--- src/rtl/irq_pkg.sv ---
package irq_pkg;
  localparam int NSRC = 4;
  localparam int SRC_LINE  = 0;
  localparam int SRC_RX    = 1;
  localparam int SRC_THR   = 2;
  localparam int SRC_MODEM = 3;

  typedef struct packed {
    logic rbrRead;
    logic thrWrite;
    logic enWrite;
    logic idRead;
    logic lineRead;
    logic modemRead;
  } busStrobe_t;
endpackage

--- src/rtl/irq_ctrl.sv ---
module irq_ctrl
  import irq_pkg::*;
#(
  parameter int ADDR_W   = 3,
  parameter int DATA_W   = 8,
  parameter int RBR_ADDR = 0,
  parameter int EN_ADDR  = 1,
  parameter int ID_ADDR  = 2,
  parameter int LSR_ADDR = 5,
  parameter int MSR_ADDR = 6
) (
  input  logic              clk,
  input  logic              rstN,
  input  logic              busRd,
  input  logic              busWr,
  input  logic [ADDR_W-1:0] busAddr,
  input  logic [DATA_W-1:0] idByte,
  output busStrobe_t        stb,
  output logic [DATA_W-1:0] busRdData
);
  localparam logic [ADDR_W-1:0] A_RBR = ADDR_W'(RBR_ADDR);
  localparam logic [ADDR_W-1:0] A_EN  = ADDR_W'(EN_ADDR);
  localparam logic [ADDR_W-1:0] A_ID  = ADDR_W'(ID_ADDR);
  localparam logic [ADDR_W-1:0] A_LSR = ADDR_W'(LSR_ADDR);
  localparam logic [ADDR_W-1:0] A_MSR = ADDR_W'(MSR_ADDR);

  always_comb begin
    stb.rbrRead   = busRd && (busAddr == A_RBR);
    stb.thrWrite  = busWr && (busAddr == A_RBR);
    stb.enWrite   = busWr && (busAddr == A_EN);
    stb.idRead    = busRd && (busAddr == A_ID);
    stb.lineRead  = busRd && (busAddr == A_LSR);
    stb.modemRead = busRd && (busAddr == A_MSR);
  end

  assign busRdData = (busAddr == A_ID) ? idByte : '0;

  // nothing but the identification byte is visible on the read bus
  a_r10_rd_only_id: assert property (@(posedge clk) disable iff (!rstN)
    (busAddr != A_ID) |-> (busRdData == '0));
endmodule

--- src/rtl/irq_datapath.sv ---
module irq_datapath
  import irq_pkg::*;
#(
  parameter int DATA_W = 8
) (
  input  logic              clk,
  input  logic              rstN,
  input  busStrobe_t        stb,
  input  logic [DATA_W-1:0] wrData,
  input  logic [NSRC-1:0]   srcEvt,
  output logic [DATA_W-1:0] idByte,
  output logic              irqOut
);
  logic [NSRC-1:0] enReg;
  logic [NSRC-1:0] srcEn;
  logic [NSRC-1:0] pend;
  logic [NSRC-1:0] masked;
  logic [NSRC-1:0] clr;
  logic [1:0]      topIdx;
  logic            hit;

  always_ff @(posedge clk) begin
    if (!rstN)            enReg <= '0;
    else if (stb.enWrite) enReg <= wrData[NSRC-1:0];
  end

  // enable bit layout differs from the priority order
  assign srcEn = {enReg[3], enReg[0], enReg[1], enReg[2]} ;

  assign masked = pend & {srcEn[3], srcEn[1], srcEn[2], srcEn[0]};

  always_comb begin
    topIdx = 2'd0;
    hit    = |masked;
    for (int i = NSRC - 1; i >= 0; i--) begin
      if (masked[i]) topIdx = 2'(i);
    end
  end

  always_comb begin
    idByte      = '0;
    idByte[0]   = !hit;
    idByte[2:1] = hit ? 2'(2'd3 - topIdx) : 2'b00;
  end

  assign irqOut = hit;

  always_comb begin
    clr[SRC_LINE]  = stb.lineRead;
    clr[SRC_RX]    = stb.rbrRead;
    clr[SRC_THR]   = stb.thrWrite || (stb.idRead && hit && (topIdx == 2'(SRC_THR)));
    clr[SRC_MODEM] = stb.modemRead;
  end

  for (genvar g = 0; g < NSRC; g++) begin : gPend
    always_ff @(posedge clk) begin
      if (!rstN)          pend[g] <= 1'b0;
      else if (srcEvt[g]) pend[g] <= 1'b1;
      else if (clr[g])    pend[g] <= 1'b0;
    end
  end

  // an event always lands, even against a clear
  a_r2_line_set: assert property (@(posedge clk) disable iff (!rstN)
    srcEvt[SRC_LINE] |=> pend[SRC_LINE]);
  // line errors outrank everything when enabled
  a_r4_line_top: assert property (@(posedge clk) disable iff (!rstN)
    (pend[SRC_LINE] && enReg[2]) |-> (idByte[2:1] == 2'b11 && irqOut));
  // line-status read clears
  a_r5_line_clear: assert property (@(posedge clk) disable iff (!rstN)
    (stb.lineRead && !srcEvt[SRC_LINE]) |=> !pend[SRC_LINE]);
  // receive buffer read clears
  a_r6_rx_clear: assert property (@(posedge clk) disable iff (!rstN)
    (stb.rbrRead && !srcEvt[SRC_RX]) |=> !pend[SRC_RX]);
  // holding register write clears
  a_r7_thr_clear: assert property (@(posedge clk) disable iff (!rstN)
    (stb.thrWrite && !srcEvt[SRC_THR]) |=> !pend[SRC_THR]);
  // modem-status read clears
  a_r8_modem_clear: assert property (@(posedge clk) disable iff (!rstN)
    (stb.modemRead && !srcEvt[SRC_MODEM]) |=> !pend[SRC_MODEM]);
  // an empty enable register leaves the request low
  a_r9_masked_quiet: assert property (@(posedge clk) disable iff (!rstN)
    (enReg == '0) |-> !irqOut);
endmodule

--- src/rtl/uart_irq_prio.sv ---
module uart_irq_prio
  import irq_pkg::*;
#(
  parameter int ADDR_W   = 3,
  parameter int DATA_W   = 8,
  parameter int RBR_ADDR = 0,
  parameter int EN_ADDR  = 1,
  parameter int ID_ADDR  = 2,
  parameter int LSR_ADDR = 5,
  parameter int MSR_ADDR = 6
) (
  input  logic              clk,
  input  logic              rstN,
  input  logic              lineErrEvt,
  input  logic              rxReadyEvt,
  input  logic              thrEmptyEvt,
  input  logic              modemChgEvt,
  input  logic              busRd,
  input  logic              busWr,
  input  logic [ADDR_W-1:0] busAddr,
  input  logic [DATA_W-1:0] busWrData,
  output logic [DATA_W-1:0] busRdData,
  output logic              irqOut
);
  busStrobe_t      stb;
  logic [DATA_W-1:0] idByte;
  logic [NSRC-1:0]   srcEvt;

  assign srcEvt = {modemChgEvt, thrEmptyEvt, rxReadyEvt, lineErrEvt};

  irq_ctrl #(
    .ADDR_W(ADDR_W), .DATA_W(DATA_W), .RBR_ADDR(RBR_ADDR), .EN_ADDR(EN_ADDR),
    .ID_ADDR(ID_ADDR), .LSR_ADDR(LSR_ADDR), .MSR_ADDR(MSR_ADDR)
  ) uCtrl (
    .clk(clk), .rstN(rstN), .busRd(busRd), .busWr(busWr), .busAddr(busAddr),
    .idByte(idByte), .stb(stb), .busRdData(busRdData)
  );

  irq_datapath #(.DATA_W(DATA_W)) uData (
    .clk(clk), .rstN(rstN), .stb(stb), .wrData(busWrData), .srcEvt(srcEvt),
    .idByte(idByte), .irqOut(irqOut)
  );

  // request and "none pending" bit are always opposite
  a_r4_id_vs_irq: assert property (@(posedge clk) disable iff (!rstN)
    (irqOut != idByte[0]));
endmodule

--- config.mk ---
export PLATFORM = sky130hd
export DESIGN_NAME = uart_irq_prio
export DESIGN_NICKNAME = d
export VERILOG_FILES = /design/src/rtl/irq_pkg.sv /design/src/rtl/irq_ctrl.sv /design/src/rtl/irq_datapath.sv /design/src/rtl/uart_irq_prio.sv
export SDC_FILE = /design/constraint.sdc
export NUM_CORES = 1
export LEC_CHECK = 0
export ABC_AREA = 1
export CAP_MARGIN = 10
export CORE_AREA = 2 2 39 41
export DETAILED_ROUTE_END_ITERATION = 8
export DIE_AREA = 0 0 41 43
export DONT_BUFFER_PORTS = 1
export HOLD_SLACK_MARGIN = 0.03
export MAX_ROUTING_LAYER = met4
export PLACE_DENSITY = 0.48
export RECOVER_POWER = 25
export SYNTH_ARGS = -nofsm -noshare
export SYNTH_HDL_FRONTEND = slang
export SYNTH_SLANG_ARGS = --single-unit
--- constraint.sdc ---
create_clock -name clk -period 1.7 [get_ports clk]
set_input_delay 0.34 -clock clk [delete_from_list [all_inputs] [get_ports clk]]
set_output_delay 0.34 -clock clk [all_outputs]
set_load 0.01 [all_outputs]
# Yosys cells after proc, flatten, opt, wreduce, memory -nomap -nowiden
# Index checks and enable logic that the tools add are counted.
# W data, S select, Z words.
dict set report word_totals {
  ff_bits 8
  input_bits 19
  out_inout_bits 9
  elab_cells 42
}
dict set report op_classes {
  n_addsub 1
  eq_ne 5
  muxes 14
  bitwise 1
  reduce_logical 16
}
# operator count
set ops {}
lappend ops {{$mux W2} 5}
lappend ops {{$logic_and A1 B1 Y1} 8}
lappend ops {{$mux W1} 8}
lappend ops {{$reduce_bool A2 Y1} 4}
lappend ops {{$eq A3 B3 Y1 const B} 2}
lappend ops {{$and A4 B4 Y4} 1}
lappend ops {{$reduce_or A4 Y1} 1}
lappend ops {{$eq A3 B1 Y1 const B} 1}
lappend ops {{$eq A3 B2 Y1 const B} 1}
lappend ops {{$logic_not A3 Y1} 1}
lappend ops {{$mux W3} 1}
lappend ops {{$eq A2 B2 Y1 const B} 1}
lappend ops {{$sub A2 B2 Y2 const A} 1}
lappend ops {{$logic_not A1 Y1} 1}
lappend ops {{$logic_or A1 B1 Y1} 1}

# Longest topological paths before layout
# Gate-level depths: netlist (run 1).
dict set report logic_depth {
  word_depth 10
  mapped_depth 7
  ltp_nobuf 7
}

# By module
# A second synthesis (run 1) with hierarchy kept.
dict set report unflattened {
  cells_unflattened 87
  area_unflattened_um2 510.5
}
# mod instances cells_per_inst area_each_um2 seq_area_each_um2
set by_module_without_submodules {}
lappend by_module_without_submodules {irq_datapath 1 56 386.6 160.2}
lappend by_module_without_submodules {irq_ctrl 1 31 123.9 0.0}

# Least setup slack after synthesis (run 1)
# No wires, ideal clock.
dict set report synth_path {
  path_type {reg2out}
  startpoint {register uData.enReg[1]}
  endpoint {output busRdData[1]}
  arrival_time_ns 0.852
  required_ns 1.360
  slack_ns 0.508
  stages_incl_launch_ff 7
  n_path_buf 0
  cell_sequence {dfxtp_1 > nand2_1 > nand2_1 > inv_2 > nand2_2 > nand2_1 > a21oi_1}
}
dict set report synth_via {
  word_cells_on_any_way 8
  cone_classes {1 x add/sub; 5 x mux; 1 x bitwise; 1 x reduce/logical}
}
# item line_no
set synth_lines {}
lappend synth_lines {{start, declared} irq_datapath.sv:14} ;# logic [NSRC-1:0] enReg;
lappend synth_lines {{start signal, assigned} irq_datapath.sv:24} ;# else if (stb.enWrite) enReg <= wrData[NSRC-1:0];
lappend synth_lines {{$and A4 B4 Y4} irq_datapath.sv:30} ;# assign masked = pend & {srcEn[3], srcEn[1], srcEn[2], srcEn[0]};
lappend synth_lines {{$reduce_or A4 Y1} irq_datapath.sv:34} ;# hit = |masked;
lappend synth_lines {{net irqOut} uart_irq_prio.sv:23} ;# output logic irqOut
lappend synth_lines {{$mux W2} irq_datapath.sv:43} ;# idByte[2:1] = hit ? 2'(2'd3 - topIdx) : 2'b00;
lappend synth_lines {{$mux W3} irq_ctrl.sv:36} ;# assign busRdData = (busAddr == A_ID) ? idByte : '0;
lappend synth_lines {{end, declared} uart_irq_prio.sv:22} ;# output logic [DATA_W-1:0] busRdData,
# The timed path passes the listed nets, and every way through them passes these cells.

# Worst setup path after layout (run 1)
dict set report layout_path {
  startpoint {register uData.enReg[2]}
  endpoint {output busRdData[1]}
}
# Same word-level chain as after synthesis.

==> results.md, run 1 <==
- CTS tree: done
- Die width: 41 microns
- Met3 Resource Use GR: 0.02094
- DRC: 0
- CTS Hold Bufs: 0
- Clock H-tree levels: 1
- Clk Latency, worst-skew pair: 240 ps
- Synth-to-layout area growth: 5.177%
- Worst-path clk slew: 50 ps
- Iter 0 DRT Violations: 7
- Critical path arrival: 1170 ps
- PortBufs: 0
- Vias in the first global route: 371
- Net Sw Frac: 0.2393
- Sequential share of power: 0.529
- Post-Syn Area: 459.2 sq um
- Critical path's slowest cell: dfxtp_1
- Crit Path Max Fanout: 4
- CP Capture Type: output port
- Total global-route track usage: 0.1198
- Reg area: 160.2 sq um
- Number of max-cap violations: 0
- CTS Root Buffer Type: clkbuf_4
- Clock Path Buffers: 2
- Multi-input gate area: 241.5 sq um
- First-pass GRT wire length: 1359 microns
- Setup TNS: 0 ps
- Pins Over Slew Limit: 0
- Diode count: 0
- R2R Setup Slk: 710 ps
- Core footprint: 1384 sq um
- Count of cell types in the netlist: 17
- Pwr/cell area: 798.5 nW/um^2
- Design Area, Final: 483.0 sq um
- Final-report setup violation count: 0
- WL final: 828 microns
- Startpoint Class: register
- Post-DP HPWL: 741.7 microns
- DRT Pass-1 Iters: 4
- Clock Sinks: 8
- RSZ-0062 raised after global routing: false
- Clock share of power: 0.359
- Cell internal pwr: 0.2934 mW
- TritonCTS buffer count: 3
- LEAKAGE: 0.2110 nW
- Power Total: 0.3856 mW
- Cells along the critical path: nand2_1 -> nand2_1 -> inv_2 -> nand2_2 -> nand2_1 -> a21oi_2
- Antenna violations before repair: 0
- Gate power share: 0.112
- Setup CP Type: reg2out
- Initial Util: 0.3318
- Vias per inst: 4.593
- Worst hold-check path type: in2reg
- Sequential element share of the synthesized area: 0.3488
- Layout cell share with drive strength beyond 1: 0.2000
- Worst Path Required: 1360 ps
- #FFs+latches synth: 8
- Skew final: 0.8928 ps
- Die height: 43 microns
- # IOs: 28
- Placement Cell Area: 456.7 sq um
- Max VDD drop: 0.3558 mV
- Tmin final: 1508 ps
- Status: completed
- Most Frequent Cell on Critical Path: nand2_1
- Fin crit share: 0.8873
- Avg Inst Size Synth: 6.753 sq um
- Largest net degree at the start of global routing: 6
- Post-Synthesis Cells: 68
- Yosys warnings: 0
- Met2 usage: 0.1656
- Final global-route overflow total: 0
- Fmax achieved: 662.9 MHz
- Net Switching: 0.09227 mW
- ANT nets after route: 0
- Row count: 14
- Layout Nets: 91
- Vias: 395
- Core Util, Final: 0.3490
- Final Hold Fails: 0
- GR peak layer: met2
- Met1 GRT Util: 0.1433
- Slowest stage delay, CP: 330 ps
- # fillers: 172
- GPL Wtd Cong: 0.6407
- Avg WL per Cell: 9.628 microns
- Die area: 1763 sq um
## final timing paths
check / start / end / cells past startpoint
max: uData.enReg[2] / busRdData[1] / 6
min: lineErrEvt / uData.pend[0] / 2
max reg2reg: uData.enReg[2] / uData.pend[2] / 7
min reg2reg: uData.pend[1] / uData.pend[1] / 2
## logic make-up (layout without fill, tap and decap cells)
kind of cell | count (synthesis) | after routing | share of synthesized area
other | 1 | 5 | 0.008167
flip-flops | 8 | 8 | 0.3488
AO/OA/AOI/OAI | 9 | 9 | 0.09809
buffers and inverters | 15 | 13 | 0.1662
AND/OR/NAND/NOR | 35 | 35 | 0.3788
## layout make-up
| class | instances | share of cell area |
|---|---|---|
| multi-input cells | 49 | 0.5000 |
| flip-flops and latches | 8 | 0.3316 |
| inverters | 10 | 0.08031 |
| clock buffers | 3 | 0.04663 |
| well taps | 16 | 0.04145 |
## flip-flops by register name (all words and copies together), names as in the netlist
name,cells
uData.enReg,4
uData.pend,4
## cell usage in the layout (no fill, tap or decap)
cell	Yosys	routed
a21oi_1	5	4
a21oi_2	0	1
clkbuf_4	0	3
clkinv_1	1	1
clkinv_2	1	1
conb_1	1	5
dfxtp_1	8	8
inv_1	3	3
inv_2	5	5
nand2_1	10	10
nand2_2	1	1
nand3_1	4	4
nand3_4	1	1
nand4_1	3	3
nor2_1	14	14
nor2_4	1	1
nor3_2	1	1
o21ai_0	0	1
o21ai_1	4	3
## Yosys cell counts
| cell type | instances | area [sq um] |
|---|---|---|
| o21ai_1 | 4 | 20.02 |
| nand3_1 | 4 | 20.02 |
| nand4_1 | 3 | 18.77 |
| buf_4 | 5 | 37.54 |
| nor2_1 | 14 | 52.55 |
| inv_1 | 3 | 11.26 |
| nand2_2 | 1 | 6.260 |
| conb_1 | 1 | 3.750 |
| clkinv_1 | 1 | 3.750 |
| nand3_4 | 1 | 17.52 |
| nand2_1 | 10 | 37.54 |
| inv_2 | 5 | 18.77 |
| clkinv_2 | 1 | 5.000 |
| dfxtp_1 | 8 | 160.2 |
| nor2_4 | 1 | 11.26 |
| nor3_2 | 1 | 10.01 |
| a21oi_1 | 5 | 25.02 |
## layer usage
metal	wire, microns	up-vias
met4	11	0
li1	-	210
met5	0	-
met2	356	21
met1	365	162
met3	95	2
## power groups by stage
stage               clock network [mW]  registers [mW]  logic [mW]
finish                           0.138           0.204      0.0431
global route                     0.154           0.205      0.0515
global placement                     0           0.208      0.0432
floorplan                            0           0.207      0.0472
CTS                              0.144           0.204      0.0438
detailed placement                   0           0.208      0.0437
## critical path, delay by kind of cell, from the launching register on
kind                   cells  cell delay [ps]
buffers and inverters      1               50
AOI/OAI and AO/OA          1              170
and+or+nand+nor            4              380
DFF                        1              330
## stage by stage
stage,setup WS [ps],hold slack (ps),instances
3_5_place_dp,388.9,470.0,83
5_1_grt,65.28,226.6,86
4_1_cts,109.6,208.2,86
3_3_place_gp,410.7,463.5,83
2_1_floorplan,507.8,453.3,72
6_report,191.6,216.8,86
## repair_timing
action                                  CTS  global route
endpoints found under the setup margin    0             1
buffers inserted                          0             0
gates resized for setup                   0             1
Note: power is estimated with default switching activity, not from simulation.
==> run 2: changes to the inputs <==
--- a/config.mk
+++ b/config.mk
@@ -13,7 +13,7 @@
 export DONT_BUFFER_PORTS = 1
 export HOLD_SLACK_MARGIN = 0.03
 export MAX_ROUTING_LAYER = met4
-export PLACE_DENSITY = 0.48
+export PLACE_DENSITY = 0.5
 export RECOVER_POWER = 25
 export SYNTH_ARGS = -nofsm -noshare
 export SYNTH_HDL_FRONTEND = slang
==> constraint.sdc (replaced) <==
create_clock -name clk -period 1.3 [get_ports clk]
set_input_delay 0.26 -clock clk [delete_from_list [all_inputs] [get_ports clk]]
set_output_delay 0.26 -clock clk [all_outputs]
set_load 0.01 [all_outputs]
==> run 2 against run 1 <==
Core utilization rose by 7.5 points. The flow now finishes with violations (negative setup slack). Final area increased by 22%. Critical endpoint is now busRdData[0]. Sequential power rose by 32%. Count of clock-buffer cells in the layout unchanged. Power up 39%. Clock power grew 35%.
==> results.md, run 2 (synthesis results as in run 1) <==
- Largest registers: uData.enReg: 4 flops, uData.pend: 4 flops
- LEAKAGE: 0.2594 nW (+23%)
- Multi-input gate area: 271.5 sq um (+12%)
- Clock Path Buffers: 2 (unchanged)
- Vias: 420 (+6.3%)
- Synth-to-layout area growth: 27.79%
- Pins Over Slew Limit: 0 (unchanged)
- Layout Nets: 99 (+8.8%)
- Die width: 41 microns (unchanged)
- Die area: 1763 sq um (unchanged)
- Setup CP Type: reg2out
- Design Area, Final: 586.8 sq um (+22%)
- Final-report setup violation count: 2 (+2)
- Post-DP HPWL: 758.2 microns (+2.2%)
- RR Startpoint: uData.pend[1]
- ANT nets after route: 0 (unchanged)
- Clk Latency, worst-skew pair: 250 ps (about the same)
- Total global-route track usage: 0.1374 (+0.01756)
- Final Hold Fails: 0 (unchanged)
- DRC: 0 (unchanged)
- Placement Cell Area: 471.7 sq um (+3.3%)
- Max VDD drop: 0.4814 mV (+35%)
- R2R Setup Slk: 200 ps (-510 ps)
- Iter 0 DRT Violations: 7 (unchanged)
- CTS Hold Bufs: 0 (unchanged)
- Setup TNS: -35.20 ps (-35.20 ps)
- Status: finished, violations left
- Die height: 43 microns (unchanged)
- Vias in the first global route: 395 (+6.5%)
- Most frequent cells in the layout: nor2_1, dfxtp_2, buf_4
- Violations in the final reports: negative setup slack
- WL final: 1004 microns (+21%)
- Vias per inst: 4.468 (-2.7%)
- Row count: 14 (unchanged)
- Startpoint Class: register
- Fin worst setup slack: -26.26 ps (-217.8 ps)
- First-pass GRT wire length: 1538 microns (+13%)
- RSZ-0062 raised after global routing: true
- Worst-path clk slew: 50 ps (about the same)
- Clock Sinks: 8 (unchanged)
- Crit Reg-Reg Endpoint: uData.pend[2]
- Layout cell share with drive strength beyond 1: 0.4487 (+0.2487)
- Hold EP: uData.pend[1]
- Place WS: 131.4 ps (-257.4 ps)
- Core footprint: 1384 sq um (unchanged)
- Antenna violations before repair: 0 (unchanged)
- CTS Root Buffer Type: clkbuf_4
- CTS tree: done
- Worst Path Required: 1040 ps (-320 ps)
- Worst Setup SP: uData.pend[1]
- Largest net degree at the start of global routing: 6 (unchanged)
- Worst hold path startpoint: rxReadyEvt
- Tmin final: 1326 ps
- Number of max-cap violations: 0 (unchanged)
- DRT Pass-1 Iters: 4 (unchanged)
- Avg WL per Cell: 10.68 microns (+11%)
- Reg area: 170.2 sq um (+6.2%)
- Reg2Reg Depth: 8 (+1)
- Fmax achieved: 754.0 MHz
- GPL Wtd Cong: 0.7369 (+15%)
- PortBufs: 0 (unchanged)
- Pwr/cell area: 910.3 nW/um^2 (+14%)
- # IOs: 28 (unchanged)
- Fin crit share: 1.020
- Diode count: 0 (unchanged)
- # fillers: 159 (-7.6%)
- Critical path arrival: 1070 ps (-100 ps)
- Final global-route overflow total: 0 (unchanged)
- Skew final: 4.562 ps (+3.669 ps)
- Core Util, Final: 0.4241 (+0.07505)
- Initial Util: 0.3318 (unchanged)
- Worst hold-check path type: in2reg
- Crit Path Max Fanout: 3 (-1)
- CP Capture Type: output port
- TritonCTS buffer count: 3 (unchanged)
- Commonest non-fill, non-tap cell in the layout: nor2_1
- Hold-critical path depth: 2 (unchanged)
- Clock H-tree levels: 1 (unchanged)
-- run 2: changes by cell type in the layout (fill, tap and decap cells not counted), moves of 3 or more --
| cell | before | now |
|---|---|---|
| dfxtp_1 | 8 | 0 |
| dfxtp_2 | 0 | 8 |
| nand2_2 | 1 | 4 |
| nand2_1 | 10 | 6 |
| buf_4 | 0 | 7 |
-- run 2: repair_timing --
item	CTS	global route
pin swaps	3	4
setup endpoints to repair	2	2
gates resized for setup	15	3
buffers inserted	4	2
-- run 2: per-stage QoR --
stage | instances | power (mW) | hold WS (ps)
2_1_floorplan | 72 | 0.3318 | 377.4
3_5_place_dp | 85 | 0.3334 | 389.2
5_1_grt | 94 | 0.5705 | 122.1
6_report | 94 | 0.5342 | 130.4
3_3_place_gp | 85 | 0.3324 | 382.5
4_1_cts | 92 | 0.5406 | 123.2
-- run 2: worst max-delay path by stage --
stage	endpoint	cells past startpoint
after detailed placement	busRdData[0]	6
after floorplan	busRdData[1]	6
after global placement	busRdData[0]	6
after CTS	busRdData[1]	6
final	busRdData[0]	6
after global routing	busRdData[0]	6
-- run 2: area by class of cell --
class                      instances  area share
tap                               16     0.03412
clock buffer                       3     0.03838
sequential                         8      0.2900
inverter                          10     0.06610
multi-input combinational         49      0.4627
timing repair buffer               8      0.1087
-- run 2: critical path, stage by stage, from the launching register on --
cell and delay (ps):
dfxtp_2 320, nand2_2 80, nand2_2 60, inv_2 80, nand2_4 60, buf_6 120
nor2_4 90
-- run 2: per-layer routing --
| layer | GRT usage | part of all wire |
|---|---|---|
| met3 | 0.01571 | 0.050 |
| met1 | 0.1498 | 0.39 |
| met5 | - | 0 |
| met2 | 0.2156 | 0.56 |
| met4 | 0.1000 | 0 |
-- run 2: power breakdown --
group	switching [mW]	internal [mW]
clock	0.0802	0.105
combinational	0.0450	0.0335
sequential	0.00851	0.262
total	0.134	0.400
==> run 3: changes to the inputs <==
--- a/config.mk
+++ b/config.mk
@@ -6,6 +6,7 @@
 export NUM_CORES = 1
 export LEC_CHECK = 0
 export ABC_AREA = 1
+export ABC_CLOCK_PERIOD_IN_PS = 1300
 export CAP_MARGIN = 10
 export CORE_AREA = 2 2 39 41
 export DETAILED_ROUTE_END_ITERATION = 8
==> results of run 3 <==
Final layout, timing and power as in run 2 (identical DEF).
